File: src/rtl/cellblit_pkg.sv
package cellblit_pkg;
  typedef enum logic [1:0] {
    OP_NONE = 2'b00,
    OP_COPY = 2'b01,
    OP_FILL = 2'b10,
    OP_BLIT = 2'b11
  } op_e;

  typedef enum logic [2:0] {
    ST_IDLE,
    ST_RD,
    ST_WR,
    ST_WCH,
    ST_WAT
  } st_e;
endpackage

File: src/rtl/cellblit_attr.sv
module cellblit_attr (
  input  logic [7:0] fg,
  input  logic [7:0] bg,
  output logic [7:0] attr
);
  assign attr = {bg[3:0], fg[3:0]};
endmodule

File: src/rtl/cellblit_geom.sv
module cellblit_geom #(
  parameter int AW  = 16,
  parameter int CW  = 8,
  parameter int VW  = 16,
  parameter int SHW = 2
) (
  input  logic           is_copy,
  input  logic [CW-1:0]  sx,
  input  logic [CW-1:0]  sy,
  input  logic [CW-1:0]  dx,
  input  logic [CW-1:0]  dy,
  input  logic [CW-1:0]  w,
  input  logic [CW-1:0]  h,
  input  logic [VW-1:0]  vw,
  input  logic [SHW-1:0] sh,
  output logic [AW-1:0]  s_base,
  output logic [AW-1:0]  d_base,
  output logic [AW-1:0]  cs,
  output logic [AW-1:0]  rs
);
  logic [AW-1:0] col_b, row_b, cells;
  logic [AW-1:0] sxo, syo, dxo, dyo;
  logic          fwd;

  always_comb begin
    col_b = AW'(2) << sh;
    cells = AW'(vw >> 3);
    row_b = col_b * cells;
    // fill and blit always walk forward; copy picks by overlap order
    fwd = !is_copy || (sy > dy) || ((sy == dy) && (sx > dx));
    if (fwd) begin
      sxo = AW'(sx);
      syo = AW'(sy);
      dxo = AW'(dx);
      dyo = AW'(dy);
    end else begin
      sxo = AW'(sx) + AW'(w) - AW'(1);
      syo = AW'(sy) + AW'(h) - AW'(1);
      dxo = AW'(dx) + AW'(w) - AW'(1);
      dyo = AW'(dy) + AW'(h) - AW'(1);
    end
    s_base = sxo * col_b + syo * row_b;
    d_base = dxo * col_b + dyo * row_b;
    cs     = fwd ? col_b : (AW'(0) - col_b);
    rs     = fwd ? row_b : (AW'(0) - row_b);
  end
endmodule

File: src/rtl/cellblit_walker.sv
module cellblit_walker #(
  parameter int AW = 16,
  parameter int CW = 8
) (
  input  logic          clk,
  input  logic          rst,
  input  logic          load,
  input  logic          step,
  input  logic [AW-1:0] ld_s,
  input  logic [AW-1:0] ld_d,
  input  logic [AW-1:0] ld_cs,
  input  logic [AW-1:0] ld_rs,
  input  logic [CW-1:0] ld_w,
  input  logic [CW-1:0] ld_h,
  output logic [AW-1:0] cur_s,
  output logic [AW-1:0] cur_d,
  output logic [AW-1:0] nxt_s,
  output logic [AW-1:0] nxt_d,
  output logic          last
);
  logic [CW-1:0] col, row, w_m1, h_m1;
  logic [AW-1:0] s_ptr, d_ptr, s_row, d_row, cs, rs;
  logic          end_col;

  assign end_col = (col == w_m1);
  assign last    = end_col && (row == h_m1);
  assign cur_s   = s_ptr;
  assign cur_d   = d_ptr;
  assign nxt_s   = end_col ? (s_row + rs) : (s_ptr + cs);
  assign nxt_d   = end_col ? (d_row + rs) : (d_ptr + cs);

  always_ff @(posedge clk) begin
    if (rst) begin
      col <= '0; row <= '0; w_m1 <= '0; h_m1 <= '0;
      s_ptr <= '0; d_ptr <= '0; s_row <= '0; d_row <= '0;
      cs <= '0; rs <= '0;
    end else if (load) begin
      col <= '0; row <= '0;
      w_m1 <= ld_w - 1'b1;
      h_m1 <= ld_h - 1'b1;
      s_ptr <= ld_s; s_row <= ld_s;
      d_ptr <= ld_d; d_row <= ld_d;
      cs <= ld_cs; rs <= ld_rs;
    end else if (step) begin
      s_ptr <= nxt_s;
      d_ptr <= nxt_d;
      if (end_col) begin
        col   <= '0;
        row   <= row + 1'b1;
        s_row <= s_row + rs;
        d_row <= d_row + rs;
      end else begin
        col <= col + 1'b1;
      end
    end
  end

  // the walk never leaves the rectangle
  p_walk_bound_r3: assert property (@(posedge clk) disable iff (rst)
    step |-> (col <= w_m1) && (row <= h_m1));
endmodule

File: src/rtl/cellblit_engine.sv
module cellblit_engine
  import cellblit_pkg::*;
#(
  parameter int AW  = 16,
  parameter int CW  = 8,
  parameter int VW  = 16,
  parameter int SHW = 2,
  parameter int LW  = 16
) (
  input  logic           clk,
  input  logic           rst,
  input  logic           cmd_valid,
  input  logic [1:0]     cmd_op,
  input  logic [CW-1:0]  src_x,
  input  logic [CW-1:0]  src_y,
  input  logic [CW-1:0]  dst_x,
  input  logic [CW-1:0]  dst_y,
  input  logic [CW-1:0]  rect_w,
  input  logic [CW-1:0]  rect_h,
  input  logic [VW-1:0]  virt_w,
  input  logic [SHW-1:0] stride_sh,
  input  logic [7:0]     fill_char,
  input  logic [7:0]     fg_idx,
  input  logic [7:0]     bg_idx,
  input  logic [LW-1:0]  blit_len,
  input  logic [7:0]     idx_data,
  output logic           idx_take,
  output logic           busy,
  output logic           done,
  output logic           mem_req,
  output logic           mem_we,
  output logic           mem_size,
  output logic [AW-1:0]  mem_addr,
  output logic [15:0]    mem_wdata,
  input  logic [15:0]    mem_rdata,
  input  logic           mem_ready
);
  localparam int CELLW = 16;

  st_e           st;
  op_e           op_q;
  logic [7:0]    chr_q, attr_q, attr_w;
  logic [LW-1:0] len_q, cnt;
  logic [AW-1:0] s_base, d_base, cs, rs;
  logic [AW-1:0] cur_s, cur_d, nxt_s, nxt_d;
  logic          last, accept, hs, empty, stop_cell, step;
  op_e           op_in;

  assign op_in     = op_e'(cmd_op);
  assign accept    = (st == ST_IDLE) && cmd_valid && (op_in != OP_NONE);
  assign hs        = mem_req && mem_ready;
  assign empty     = (rect_w == '0) || (rect_h == '0) ||
                     ((op_in == OP_BLIT) && (blit_len == '0));
  assign stop_cell = last || ((op_q == OP_BLIT) && (cnt == len_q));
  assign step      = hs && (((st == ST_WR) && !last) ||
                            ((st == ST_WAT) && !stop_cell));

  cellblit_attr u_attr (.fg(fg_idx), .bg(bg_idx), .attr(attr_w));

  cellblit_geom #(.AW(AW), .CW(CW), .VW(VW), .SHW(SHW)) u_geom (
    .is_copy(op_in == OP_COPY),
    .sx(src_x), .sy(src_y), .dx(dst_x), .dy(dst_y),
    .w(rect_w), .h(rect_h), .vw(virt_w), .sh(stride_sh),
    .s_base(s_base), .d_base(d_base), .cs(cs), .rs(rs)
  );

  cellblit_walker #(.AW(AW), .CW(CW)) u_walk (
    .clk(clk), .rst(rst), .load(accept), .step(step),
    .ld_s(s_base), .ld_d(d_base), .ld_cs(cs), .ld_rs(rs),
    .ld_w(rect_w), .ld_h(rect_h),
    .cur_s(cur_s), .cur_d(cur_d), .nxt_s(nxt_s), .nxt_d(nxt_d),
    .last(last)
  );

  always_ff @(posedge clk) begin
    if (rst) begin
      st <= ST_IDLE; op_q <= OP_NONE;
      chr_q <= '0; attr_q <= '0; len_q <= '0; cnt <= '0;
      busy <= 1'b0; done <= 1'b0; idx_take <= 1'b0;
      mem_req <= 1'b0; mem_we <= 1'b0; mem_size <= 1'b0;
      mem_addr <= '0; mem_wdata <= '0;
    end else begin
      done     <= 1'b0;
      idx_take <= 1'b0;
      case (st)
        ST_IDLE: if (accept) begin
          op_q   <= op_in;
          chr_q  <= fill_char;
          attr_q <= attr_w;
          len_q  <= blit_len;
          cnt    <= LW'(1);
          if (empty) begin
            done <= 1'b1;
          end else begin
            busy    <= 1'b1;
            mem_req <= 1'b1;
            if (op_in == OP_COPY) begin
              mem_we   <= 1'b0;
              mem_size <= 1'b1;
              mem_addr <= s_base;
              st       <= ST_RD;
            end else begin
              mem_we    <= 1'b1;
              mem_size  <= 1'b0;
              mem_addr  <= d_base;
              mem_wdata <= {8'h00, (op_in == OP_BLIT) ? idx_data : fill_char};
              idx_take  <= (op_in == OP_BLIT);
              st        <= ST_WCH;
            end
          end
        end
        ST_RD: if (hs) begin
          mem_wdata <= mem_rdata[CELLW-1:0];
          mem_we    <= 1'b1;
          mem_addr  <= cur_d;
          st        <= ST_WR;
        end
        ST_WR: if (hs) begin
          if (last) begin
            mem_req <= 1'b0; mem_we <= 1'b0; busy <= 1'b0; done <= 1'b1;
            st <= ST_IDLE;
          end else begin
            mem_we   <= 1'b0;
            mem_addr <= nxt_s;
            st       <= ST_RD;
          end
        end
        ST_WCH: if (hs) begin
          mem_addr  <= cur_d + AW'(1);
          mem_wdata <= {8'h00, attr_q};
          st        <= ST_WAT;
        end
        ST_WAT: if (hs) begin
          if (stop_cell) begin
            mem_req <= 1'b0; mem_we <= 1'b0; busy <= 1'b0; done <= 1'b1;
            st <= ST_IDLE;
          end else begin
            mem_addr  <= nxt_d;
            mem_wdata <= {8'h00, (op_q == OP_BLIT) ? idx_data : chr_q};
            idx_take  <= (op_q == OP_BLIT);
            cnt       <= cnt + 1'b1;
            st        <= ST_WCH;
          end
        end
        default: st <= ST_IDLE;
      endcase
    end
  end

  // a stalled access is held unchanged
  p_hold_r10: assert property (@(posedge clk) disable iff (rst)
    (mem_req && !mem_ready) |=> mem_req && $stable(mem_addr) &&
                                $stable(mem_we) && $stable(mem_wdata));
  // no memory traffic outside a busy command
  p_req_in_busy_r9: assert property (@(posedge clk) disable iff (rst)
    mem_req |-> busy);
  // the completion cycle is quiet
  p_done_quiet_r8: assert property (@(posedge clk) disable iff (rst)
    done |-> !mem_req && !busy);
  // reads are always whole cells
  p_rd_half_r4: assert property (@(posedge clk) disable iff (rst)
    (mem_req && !mem_we) |-> mem_size);
  // attribute byte follows the character byte
  p_attr_addr_r6: assert property (@(posedge clk) disable iff (rst)
    (st == ST_WAT && $past(st) == ST_WCH) |->
      mem_addr == $past(mem_addr) + AW'(1));
endmodule

File: config.mk
export PLATFORM = sky130hd
export DESIGN_NAME = cellblit_engine
export DESIGN_NICKNAME = d
export VERILOG_FILES = /design/src/rtl/cellblit_pkg.sv /design/src/rtl/cellblit_attr.sv /design/src/rtl/cellblit_geom.sv /design/src/rtl/cellblit_walker.sv /design/src/rtl/cellblit_engine.sv
export SDC_FILE = /design/constraint.sdc
export NUM_CORES = 1
export LEC_CHECK = 0
export BUFFER_PORTS_ARGS = -buffer_cell sky130_fd_sc_hd__buf_2
export CORE_ASPECT_RATIO = 1.4
export CORE_MARGIN = 4
export CORE_UTILIZATION = 58
export CTS_BUF_LIST = sky130_fd_sc_hd__clkbuf_16
export CTS_CLUSTER_DIAMETER = 120
export DETAILED_ROUTE_END_ITERATION = 10
export GPL_ROUTABILITY_DRIVEN = 0
export PLACE_DENSITY_LB_ADDON = 0.12
export SETUP_SLACK_MARGIN = 0.3
export SYNTH_ARGS = -nofsm -noshare
export SYNTH_HDL_FRONTEND = slang
export SYNTH_SLANG_ARGS = --single-unit
File: constraint.sdc
create_clock -name clk -period 12.3 [get_ports clk]
set_input_delay 1.845 -clock clk [delete_from_list [all_inputs] [get_ports clk]]
set_output_delay 1.845 -clock clk [all_outputs]
set_load 0.05 [all_outputs]
==> flow_summary.toml <==
[status]
status = "finished clean"

[global_routing]
grt_usage = 0.319
grt_pass1_vias = 25382
antenna_found_initial = 0
gr-total-overflow = 0
grt_first_pass_wirelength_um = 131000
grt_max_degree = 103

[power_and_ir_drop]
power.total_mw = 8.04
p_leak_nw = 14.4
power.density_nw_per_um2 = 266
peakVddDrop_v = 0.000407

[floorplan]
die_x_um = 192
core_um2 = 46900
die_area_um2 = 51000
die_h_um = 266
rows = 94
io_pins = 174
start_util = 0.585

[critical_path]
max_stage_delay_ps = 520
worstPathRequired_ps = 12730
cp_num_buf_inv = 9
crit_type = "in2reg"
critPathSlowestCell = "fa_1"
cp_top_family = "adder cells"
cp_max_fo = 8
crit_arrival_ps = 12110
critical_path.most_common_cell = "fa_1"
start_kind = "input pin"
cp-end-kind = "flop"

[sta]
skew_ps = 19.4
setup_viol = 0
min_period_ps = 11680
slew_headroom = 0.217
hold_violations = 0
rsz0062_at_grt = "true"
fmax_mhz = 85.6
worstMarginPinSlew_ps = 1160
finalCritPeriodShare = 0.950
finalMaxSlewViolations = 0
tns_ps = 0

[logic_synthesis]
synth_top_area_frac = 0.183
avgSynthCellArea_um2 = 7.95
async_flop_share = 0
ys_seq_area_frac = 0.150
synth_xor_area_frac = 0.0934
synth.area.top_cells = "fa_1 18%, ha_1 15%, dfxtp_1 15%"
synth_nets = 4182
synth_top_family_by_area = "adder cells"
synth_fa_ha_area_frac = 0.337
ys.warnings.count = 0
ys_ff_latch = 206
synth-simple-area-share = 0.201
synth-edff-count = 0
yosysMostFrequentCell = "nand2_1"
synthCells = 3457
synth_top_cell_by_area = "fa_1"
ys.flop_type = "dfxtp_1"
synth-compound-area-share = 0.126
muxShareOfSynthArea = 0.0157
synth_area_um2 = 27500
ys_top_cells_by_count = "560 x nand2_1, 402 x inv_1, 338 x ha_1, 296 x nor2_1, 251 x fa_1"
ys_types = 84

[clocking]
clk_pin_slew_ps = 70
clock_latency_ps = 520
htree_levels = 1
cts_tree = "built"
root_buffer = "clkbuf_16"
hold_buffers = 0
cts_made_buffers = 19
clk_path_buf_depth = 3
clock-sinks = 206

[detailed_routing]
firstDrtPassIters = 7
drt_iter0_drc = 1706
via_count = 24924
drc_errors = 0
avgRoutedWirePerCell_um = 19.5
via_per_inst = 5.87
drt_wl_total_um = 82700
ant_nets = 0

[final_layout]
syn_to_final_growth_pct = 10.1
diodes = 0
nFillCells = 4100
finalInstanceArea_um2 = 30200
drive_above_1_share = 0.106
final_nets = 4338

[placed_design]
place_hpwl_um = 66600
io_buffers = 162
place_area_um2 = 29400

[worst_hold_path]
min_path_type = "reg2reg"

[run]
cap_violations = 0
tightest hold or removal path, stage by stage (launching register included):
cell     delay (ps)
dfxtp_1         300
nand2_1          50
a21oi_1          50
per-stage QoR:
stage	utilization	setup slack, ps	std cells	hold WS [ps]
final	0.644	617	4249	446
after global routing	0.644	172	4249	467
after CTS	0.639	302	4241	449
after detailed placement	0.626	-592	4205	441
after global placement	0.626	-386	4205	434
after floorplan	-	303	3457	436
layout by cell type (no fill, tap or decap), types with 42 or more instances in the layout:
cell / instances
nand2_1: 556
buf_4: 116
a211oi_1: 42
dfxtp_1: 206
nor2_1: 291
nand3_1: 48
xor2_1: 89
a21oi_1: 186
inv_1: 398
o21ai_0: 83
fa_1: 242
xnor2_1: 180
and2_1: 88
buf_2: 159
nor3_1: 62
ha_1: 334
final cells by class:
type	count	area [um^2]	area share
multi-input cells	2697	21500	0.710
flip-flops and latches	206	4120	0.136
repair buffers	283	1770	0.0585
inverters	406	1520	0.0504
well taps	624	781	0.0258
clock buffers	19	475	0.0157
clock inverters	14	91.3	0.00302
final timing paths:
path	start	end	slack, ps	depth (start not counted)
worst min register to register	mem_wdata[15]$_SDFFE_PP0P_	mem_wdata[15]$_SDFFE_PP0P_	450	2
worst min-delay path	mem_wdata[15]$_SDFFE_PP0P_	mem_wdata[15]$_SDFFE_PP0P_	450	2
worst max-delay path	stride_sh[1]	mem_addr[15]$_SDFFE_PP0P_	620	43
worst max register to register	u_walk.cur_d[1]$_SDFFE_PP0N_	mem_addr[15]$_SDFFE_PP0P_	7630	15
per-layer routing:
layer,wire length (um),share of wire,global-route usage
met1,30100,0.36,0.363
met2,41500,0.50,0.570
met3,4820,0.058,0.0289
met4,6270,0.076,0.203
met5,0,0,0
registers in the layout (all words and copies together) (netlist names), 8 cells and up:
signal	cells
cnt	16
len_q	16
mem_addr	16
mem_wdata	16
u_walk.cur_d	16
u_walk.cur_s	16
u_walk.d_row	15
u_walk.rs	15
u_walk.s_row	15
attr_q	8
chr_q	8
u_walk.col	8
u_walk.h_m1	8
u_walk.row	8
u_walk.w_m1	8
cells by family (layout without fill, tap and decap cells):
family / after synthesis / count (layout)
simple gates: 1235 / 1235
fa+ha+maj: 589 / 589
buf+inv: 554 / 722
compound gates: 552 / 552
xor+xnor: 280 / 280
flops: 206 / 206
mux: 41 / 41
power breakdown:
part / switching [mW] / internal, mW / total [mW] / leakage, nW
Clock: 0.283 / 0.288 / 0.571 / 0.275
Sequential: 0.0731 / 0.764 / 0.837 / 1.68
Combinational: 3.90 / 2.73 / 6.63 / 12.5
Total: 4.26 / 3.78 / 8.04 / 14.4
timing repair:
action | in CTS | in global routing
gates resized for setup | 2 | 47
pin swaps | 10 | 55
setup endpoints to repair | 5 | 7
setup buffers | 3 | 8
Power figures use the tool's default switching activity.
